===== config.mk =====
export PLATFORM = sky130hd
export DESIGN_NAME = ddr_init_seq
export DESIGN_NICKNAME = d
export VERILOG_FILES = /design/src/rtl/ddr_init_pkg.sv /design/src/rtl/ddr_wait_timer.sv /design/src/rtl/ddr_mode_word.sv /design/src/rtl/ddr_init_seq.sv
export SDC_FILE = /design/constraint.sdc
export NUM_CORES = 1
export LEC_CHECK = 0
export ABC_AREA = 1
export CORE_MARGIN = 1.5
export CORE_UTILIZATION = 52
export DETAILED_ROUTE_END_ITERATION = 16
export PLACE_DENSITY = 0.77
export SLEW_MARGIN = 20
export SYNTH_ARGS = -nofsm -noshare
export SYNTH_HDL_FRONTEND = slang
export SYNTH_SLANG_ARGS = --single-unit

===== constraint.sdc =====
create_clock -name clk -period 3.39 [get_ports clk]
set_input_delay 0.8475 -clock clk [delete_from_list [all_inputs] [get_ports clk]]
set_output_delay 0.8475 -clock clk [all_outputs]
set_load 0.02 [all_outputs]

===== src/rtl/ddr_init_pkg.sv =====
package ddr_init_pkg;

    typedef enum logic [3:0] {
        ST_WAIT_PWR,
        ST_STABLE,
        ST_PRECHARGE,
        ST_TRP,
        ST_EMRS,
        ST_EMRS_WAIT,
        ST_MRS,
        ST_MRS_WAIT,
        ST_REFRESH,
        ST_RFC_WAIT,
        ST_SETTLE,
        ST_DONE,
        ST_CFG_ERR
    } init_state_t;

    // {cs_n, ras_n, cas_n, we_n}
    localparam logic [3:0] CMD_NOP = 4'b0111;
    localparam logic [3:0] CMD_PRE = 4'b0010;
    localparam logic [3:0] CMD_MRS = 4'b0000;
    localparam logic [3:0] CMD_REF = 4'b0001;

    localparam int PRE_ALL_BIT   = 10;
    localparam int DLL_RESET_BIT = 8;

    function automatic logic burst_code_legal(input logic [2:0] code);
        return (code == 3'b001) || (code == 3'b010) || (code == 3'b011);
    endfunction

    function automatic logic cas_code_legal(input logic [2:0] code);
        return (code == 3'b010) || (code == 3'b110);
    endfunction

endpackage


===== src/rtl/ddr_wait_timer.sv =====
module ddr_wait_timer #(
    parameter int W = 16
) (
    input  logic         clk,
    input  logic         rst_n,
    input  logic         load,
    input  logic [W-1:0] load_val,
    output logic         expired
);

    logic [W-1:0] cnt_q;

    always_ff @(posedge clk or negedge rst_n) begin
        if (!rst_n) begin
            cnt_q <= '0;
        end else if (load) begin
            cnt_q <= load_val;
        end else if (cnt_q != '0) begin
            cnt_q <= cnt_q - 1'b1;
        end
    end

    assign expired = (cnt_q == '0);

endmodule


===== src/rtl/ddr_mode_word.sv =====
module ddr_mode_word
    import ddr_init_pkg::*;
#(
    parameter int ADDR_W = 13
) (
    input  logic [2:0]        burst_len,
    input  logic              burst_type,
    input  logic [2:0]        cas_lat,
    input  logic [ADDR_W-1:0] ext_mode,
    output logic [ADDR_W-1:0] base_word,
    output logic [ADDR_W-1:0] ext_word,
    output logic              cfg_ok
);

    always_comb begin
        base_word                = '0;
        base_word[2:0]           = burst_len;
        base_word[3]             = burst_type;
        base_word[6:4]           = cas_lat;
        base_word[DLL_RESET_BIT] = 1'b1;
    end

    assign ext_word = ext_mode;
    assign cfg_ok   = burst_code_legal(burst_len) && cas_code_legal(cas_lat);

endmodule


===== src/rtl/ddr_init_seq.sv =====
module ddr_init_seq
    import ddr_init_pkg::*;
#(
    parameter int ADDR_W        = 13,
    parameter int BA_W          = 2,
    parameter int CLK_MHZ       = 125,
    parameter int STABLE_US     = 200,
    parameter int T_RP          = 3,
    parameter int T_RFC         = 10,
    parameter int T_MRD         = 2,
    parameter int REFRESH_COUNT = 2,
    parameter int SETTLE_CYC    = 200
) (
    input  logic              clk,
    input  logic              rst_n,
    input  logic              pwr_stable,
    input  logic [2:0]        cfg_burst_len,
    input  logic              cfg_burst_type,
    input  logic [2:0]        cfg_cas_lat,
    input  logic [ADDR_W-1:0] cfg_ext_mode,
    output logic              cs_n,
    output logic              ras_n,
    output logic              cas_n,
    output logic              we_n,
    output logic [BA_W-1:0]   ba,
    output logic [ADDR_W-1:0] addr,
    output logic              init_done,
    output logic              cfg_error
);

    localparam int STABLE_CYC = CLK_MHZ * STABLE_US;
    localparam int LONGEST    = (STABLE_CYC > SETTLE_CYC) ? STABLE_CYC : SETTLE_CYC;
    localparam int TW         = $clog2(LONGEST + 1);
    localparam int RW         = $clog2(REFRESH_COUNT + 1);

    localparam logic [TW-1:0] LD_STABLE = TW'(STABLE_CYC - 1);
    localparam logic [TW-1:0] LD_SETTLE = TW'(SETTLE_CYC - 1);
    localparam logic [TW-1:0] LD_RP     = TW'(T_RP - 2);
    localparam logic [TW-1:0] LD_MRD    = TW'(T_MRD - 2);
    localparam logic [TW-1:0] LD_RFC    = TW'(T_RFC - 2);

    init_state_t       state_q, state_d;
    logic              tmr_load;
    logic [TW-1:0]     tmr_val;
    logic              tmr_expired;
    logic [RW-1:0]     ref_q;
    logic              ref_inc;
    logic [ADDR_W-1:0] base_word;
    logic [ADDR_W-1:0] ext_word;
    logic              cfg_ok;

    ddr_mode_word #(
        .ADDR_W(ADDR_W)
    ) i_mode_word (
        .burst_len (cfg_burst_len),
        .burst_type(cfg_burst_type),
        .cas_lat   (cfg_cas_lat),
        .ext_mode  (cfg_ext_mode),
        .base_word (base_word),
        .ext_word  (ext_word),
        .cfg_ok    (cfg_ok)
    );

    ddr_wait_timer #(
        .W(TW)
    ) i_timer (
        .clk     (clk),
        .rst_n   (rst_n),
        .load    (tmr_load),
        .load_val(tmr_val),
        .expired (tmr_expired)
    );

    // Next-state and timer control
    always_comb begin
        state_d  = state_q;
        tmr_load = 1'b0;
        tmr_val  = '0;
        ref_inc  = 1'b0;
        unique case (state_q)
            ST_WAIT_PWR: begin
                if (!cfg_ok) begin
                    state_d = ST_CFG_ERR;
                end else if (pwr_stable) begin
                    state_d  = ST_STABLE;
                    tmr_load = 1'b1;
                    tmr_val  = LD_STABLE;
                end
            end
            ST_STABLE: begin
                if (!pwr_stable) begin
                    state_d = ST_WAIT_PWR;
                end else if (tmr_expired) begin
                    state_d = ST_PRECHARGE;
                end
            end
            ST_PRECHARGE: begin
                state_d  = ST_TRP;
                tmr_load = 1'b1;
                tmr_val  = LD_RP;
            end
            ST_TRP: begin
                if (tmr_expired) state_d = ST_EMRS;
            end
            ST_EMRS: begin
                state_d  = ST_EMRS_WAIT;
                tmr_load = 1'b1;
                tmr_val  = LD_MRD;
            end
            ST_EMRS_WAIT: begin
                if (tmr_expired) state_d = ST_MRS;
            end
            ST_MRS: begin
                state_d  = ST_MRS_WAIT;
                tmr_load = 1'b1;
                tmr_val  = LD_MRD;
            end
            ST_MRS_WAIT: begin
                if (tmr_expired) state_d = ST_REFRESH;
            end
            ST_REFRESH: begin
                state_d  = ST_RFC_WAIT;
                tmr_load = 1'b1;
                tmr_val  = LD_RFC;
                ref_inc  = 1'b1;
            end
            ST_RFC_WAIT: begin
                if (tmr_expired) begin
                    if (ref_q == RW'(REFRESH_COUNT)) begin
                        state_d  = ST_SETTLE;
                        tmr_load = 1'b1;
                        tmr_val  = LD_SETTLE;
                    end else begin
                        state_d = ST_REFRESH;
                    end
                end
            end
            ST_SETTLE: begin
                if (tmr_expired) state_d = ST_DONE;
            end
            ST_DONE:    state_d = ST_DONE;
            ST_CFG_ERR: state_d = ST_CFG_ERR;
            default:    state_d = ST_WAIT_PWR;
        endcase
    end

    // State register and refresh counter
    always_ff @(posedge clk or negedge rst_n) begin
        if (!rst_n) begin
            state_q <= ST_WAIT_PWR;
            ref_q   <= '0;
        end else begin
            state_q <= state_d;
            if (ref_inc) ref_q <= ref_q + 1'b1;
        end
    end

    // Registered pin decode from the next state
    always_ff @(posedge clk or negedge rst_n) begin
        if (!rst_n) begin
            {cs_n, ras_n, cas_n, we_n} <= CMD_NOP;
            ba        <= '0;
            addr      <= '0;
            init_done <= 1'b0;
            cfg_error <= 1'b0;
        end else begin
            {cs_n, ras_n, cas_n, we_n} <= CMD_NOP;
            ba        <= '0;
            addr      <= '0;
            init_done <= 1'b0;
            cfg_error <= 1'b0;
            unique case (state_d)
                ST_PRECHARGE: begin
                    {cs_n, ras_n, cas_n, we_n} <= CMD_PRE;
                    addr[PRE_ALL_BIT]          <= 1'b1;
                end
                ST_EMRS: begin
                    {cs_n, ras_n, cas_n, we_n} <= CMD_MRS;
                    ba   <= BA_W'(1);
                    addr <= ext_word;
                end
                ST_MRS: begin
                    {cs_n, ras_n, cas_n, we_n} <= CMD_MRS;
                    addr <= base_word;
                end
                ST_REFRESH: begin
                    {cs_n, ras_n, cas_n, we_n} <= CMD_REF;
                end
                ST_DONE:    init_done <= 1'b1;
                ST_CFG_ERR: cfg_error <= 1'b1;
                default: begin
                end
            endcase
        end
    end

endmodule


==> run metrics <==
average size of a mapped cell=8.77 µm²; root buffer cell=clkbuf_8; number of max-cap violations=0; Synth Area in Compound Gates=9.49%; TritonCTS clock tree=yes; HP Start=ref_q[0]; CP peak stage delay=470 ps; Detail Route Antenna Nets=0; Synth Cell Area=2200 µm²; Yosys reg bits=40; DR vias/cell=4.98; Post-Synth XOR/XNOR Area=3.98%; Worst Tran Pin Value=870 ps; main combinational cell family by area after synthesis=simple AND/OR/NAND/NOR gates; Synth top area share=42.1%; Synth warnings=0; Sw Ratio=21.1%; postcts setup bufs=0; met1 WL=2220 µm; number of synthesized flops with an enable pin=0; Pwr Total=0.844 mW; CP arrival=2490 ps; crit path from=cfg_cas_lat[1]; count of final hold-check violations=0; first-pass GRT wire length=7920 µm; initial antenna violation count=0; area leader, netlist=dfrtp_1; Pleak=1.30 nW; f_max=0.436 GHz; clock skew=8.18 ps; row cnt=23; port buffer count=41; DR iter-0 viols=152; fin util=67.9%; drt first pass iters=4; Flop pwr share=56.5%; Crit. End Element=register; Final Cycle Share=67.6%; kind of critical path=input port to register; Synth top cells by count=40 x nand2_1, 37 x dfrtp_1, 32 x nor2_1; die width=68.1 µm; Pint=0.665 mW; area growth from synthesis to layout=24.3%; Final Critical Period=2290 ps; reg-to-reg critical path startpoint=i_timer.cnt_q[0]; # DRC=0; drt wl/cell=13.9 µm; Slew Viols, Final=0; clock slew seen by the registers of the worst setup and hold paths=80 ps; Final Hold Slack=470 ps; largest net degree at the start of global routing=41; Clock Sinks=40; HP Class=register to register; Clk Latency, worst-skew pair=290 ps; Synth Flop Type=dfrtp_1; Fill cells=328; met2 routed WL=2380 µm; CP max stage cell=clkdlybuf4s50_1; total I/O pin count=44; Total Routing Usage GR=23.2%; synthesized instance count=251; WL met3=178 µm; RSZ-0062 raised after global routing=false; Max VDD drop=204 µV; Die ar.=4630 µm²; Post-Route WL=4830 µm; count of antenna diodes in the layout=0; ys async rst share=100%; layout cells sized above 1=21.1%; GRT overflow=0; Psw=0.178 mW; via count=1733; Hold-fix buffers, CTS=0; setup TNS=0 ps; crit-path cells=clkdlybuf4s50_1 -> inv_2 -> nor3_1 -> o21ai_1 -> nor2_1 -> nand2_2 -> nand2_2 -> nor2_8 -> inv_4 -> o21ai_1 -> nand2_1 -> inv_1; count of different cell masters after synthesis=38; status=finished clean; dpl cells=340; Bufs on Longest Clock Path=2; global placement routability congestion=0.889; most frequent cell after synthesis=nand2_1; Die Ht=68.1 µm; CP max FO=8; ranking of synthesized cells by area=dfrtp_1 42%, nand2_1 6.8%, nor2_1 5.5%, inv_1 4.3%, dfstp_2 3.6%; Startpoint Class=input port; non-filler cells, final=348; post-synthesis mux area share=0%; pwr/cell area=308 nW/µm²; Seq/Total Area, Yosys=45.7%; adder-cell area share of the yosys netlist=1.14%; vias in the first global route=1697; hpwl dp=3700 µm; H-Tree Depth=2; CTS buffer count=5; highest metal used=met4; Comb pwr share=4.7%; Critical Path RT=3590 ps; Slew headroom=42.0%; Final Setup Violations=0; post-CTS sizing=0; post-synthesis simple-gate area fraction=31.3%; Clk pwr share=38.7%; initial cell density of the core=54.6%; Core Area=4030 µm²; Final #Nets=322
final cells by class:
cell class              count  area (µm²)  share of cell area (%)
clock buffers               8        90.1                    3.29
repair buffers             41         405                    14.8
inverters                  40         156                    5.72
flip-flops and latches     40        1000                    36.7
multi-input cells         169        1020                    37.2
well taps                  50        62.6                    2.29
sequential cells by signal (all words and copies together) (netlist names):
name	count
cas_n	1
ras_n	1
we_n	1
state_q	4
ref_q	2
i_timer.cnt_q	15
init_done	1
ba	1
addr	13
cfg_error	1
path summary, 6_finish.rpt:
path                               endpoint  slack, ps  cells after the start
min reg2reg                        ref_q[0]        470                      1
max in group asynchronous             ba[0]       2180                      1
min in group asynchronous  i_timer.cnt_q[3]        660                      1
max reg2reg                           ras_n       1370                      9
max                        i_timer.cnt_q[8]       1100                     12
min                                ref_q[0]        470                      1
critical path: cells and delay by family:
family | cells | cell delay, ps
compound gates | 2 | 230
simple gates | 6 | 790
buf+inv | 4 | 630
layout by cell type, fill, tap and decap left out, types with 2 or more instances in the layout:
| cell | netlist | final |
|---|---|---|
| clkbuf_1 | 0 | 2 |
| inv_2 | 10 | 10 |
| xor2_1 | 6 | 6 |
| nor3_1 | 5 | 5 |
| clkdlybuf4s50_1 | 0 | 40 |
| nor2_2 | 8 | 8 |
| clkinv_1 | 2 | 2 |
| dfstp_2 | 3 | 3 |
| inv_4 | 2 | 2 |
| nand3_2 | 2 | 2 |
| nor2_4 | 7 | 7 |
| nand2_1 | 40 | 40 |
| nor2_1 | 32 | 32 |
| xnor2_1 | 4 | 4 |
| nor3_2 | 2 | 2 |
| a21oi_2 | 6 | 6 |
| dfrtp_1 | 37 | 37 |
| nand4_1 | 2 | 2 |
| a22o_1 | 6 | 6 |
| o21ai_1 | 7 | 7 |
| nor2_8 | 2 | 2 |
| conb_1 | 1 | 2 |
| inv_1 | 25 | 25 |
| nand3_1 | 10 | 10 |
| nand2_2 | 7 | 7 |
| nand2_4 | 4 | 4 |
| clkbuf_8 | 0 | 6 |
| ha_1 | 2 | 2 |
| o21ai_0 | 6 | 6 |
per-stage QoR:
stage / instance area (µm²) / setup slack [ps]
finish: 2740 / 1100
global route: 2740 / 948
CTS: 2740 / 1100
detailed placement: 2650 / 791
global placement: 2650 / 837
floorplan: 2200 / 1470
power groups by stage:
stage / registers, mW / logic (mW) / clock network (mW)
2_1_floorplan: 0.486 / 0.00614 / 0
3_3_place_gp: 0.486 / 0.0398 / 0
3_5_place_dp: 0.486 / 0.0409 / 0
4_1_cts: 0.477 / 0.0409 / 0.333
5_1_grt: 0.477 / 0.0445 / 0.355
6_report: 0.477 / 0.0400 / 0.327
cells by family (layout without fill, tap and decap cells):
kind of cell             count (synthesis)  in the layout
AND/OR/NAND/NOR                        125            125
buffers and inverters                   43             89
flip-flops                              40             40
AO/OA/AOI/OAI                           30             30
XOR/XNOR                                10             10
adder cells (fa/ha/maj)                  2              2
other                                    1              2
metal layers:
metal  global-route usage (%)  vias up
met5                        0        -
met4                     7.75        0
met3                     3.95        7
met2                     36.5       34
met1                     32.5      821
li1                         -      871
Power figures use the tool's default switching activity.
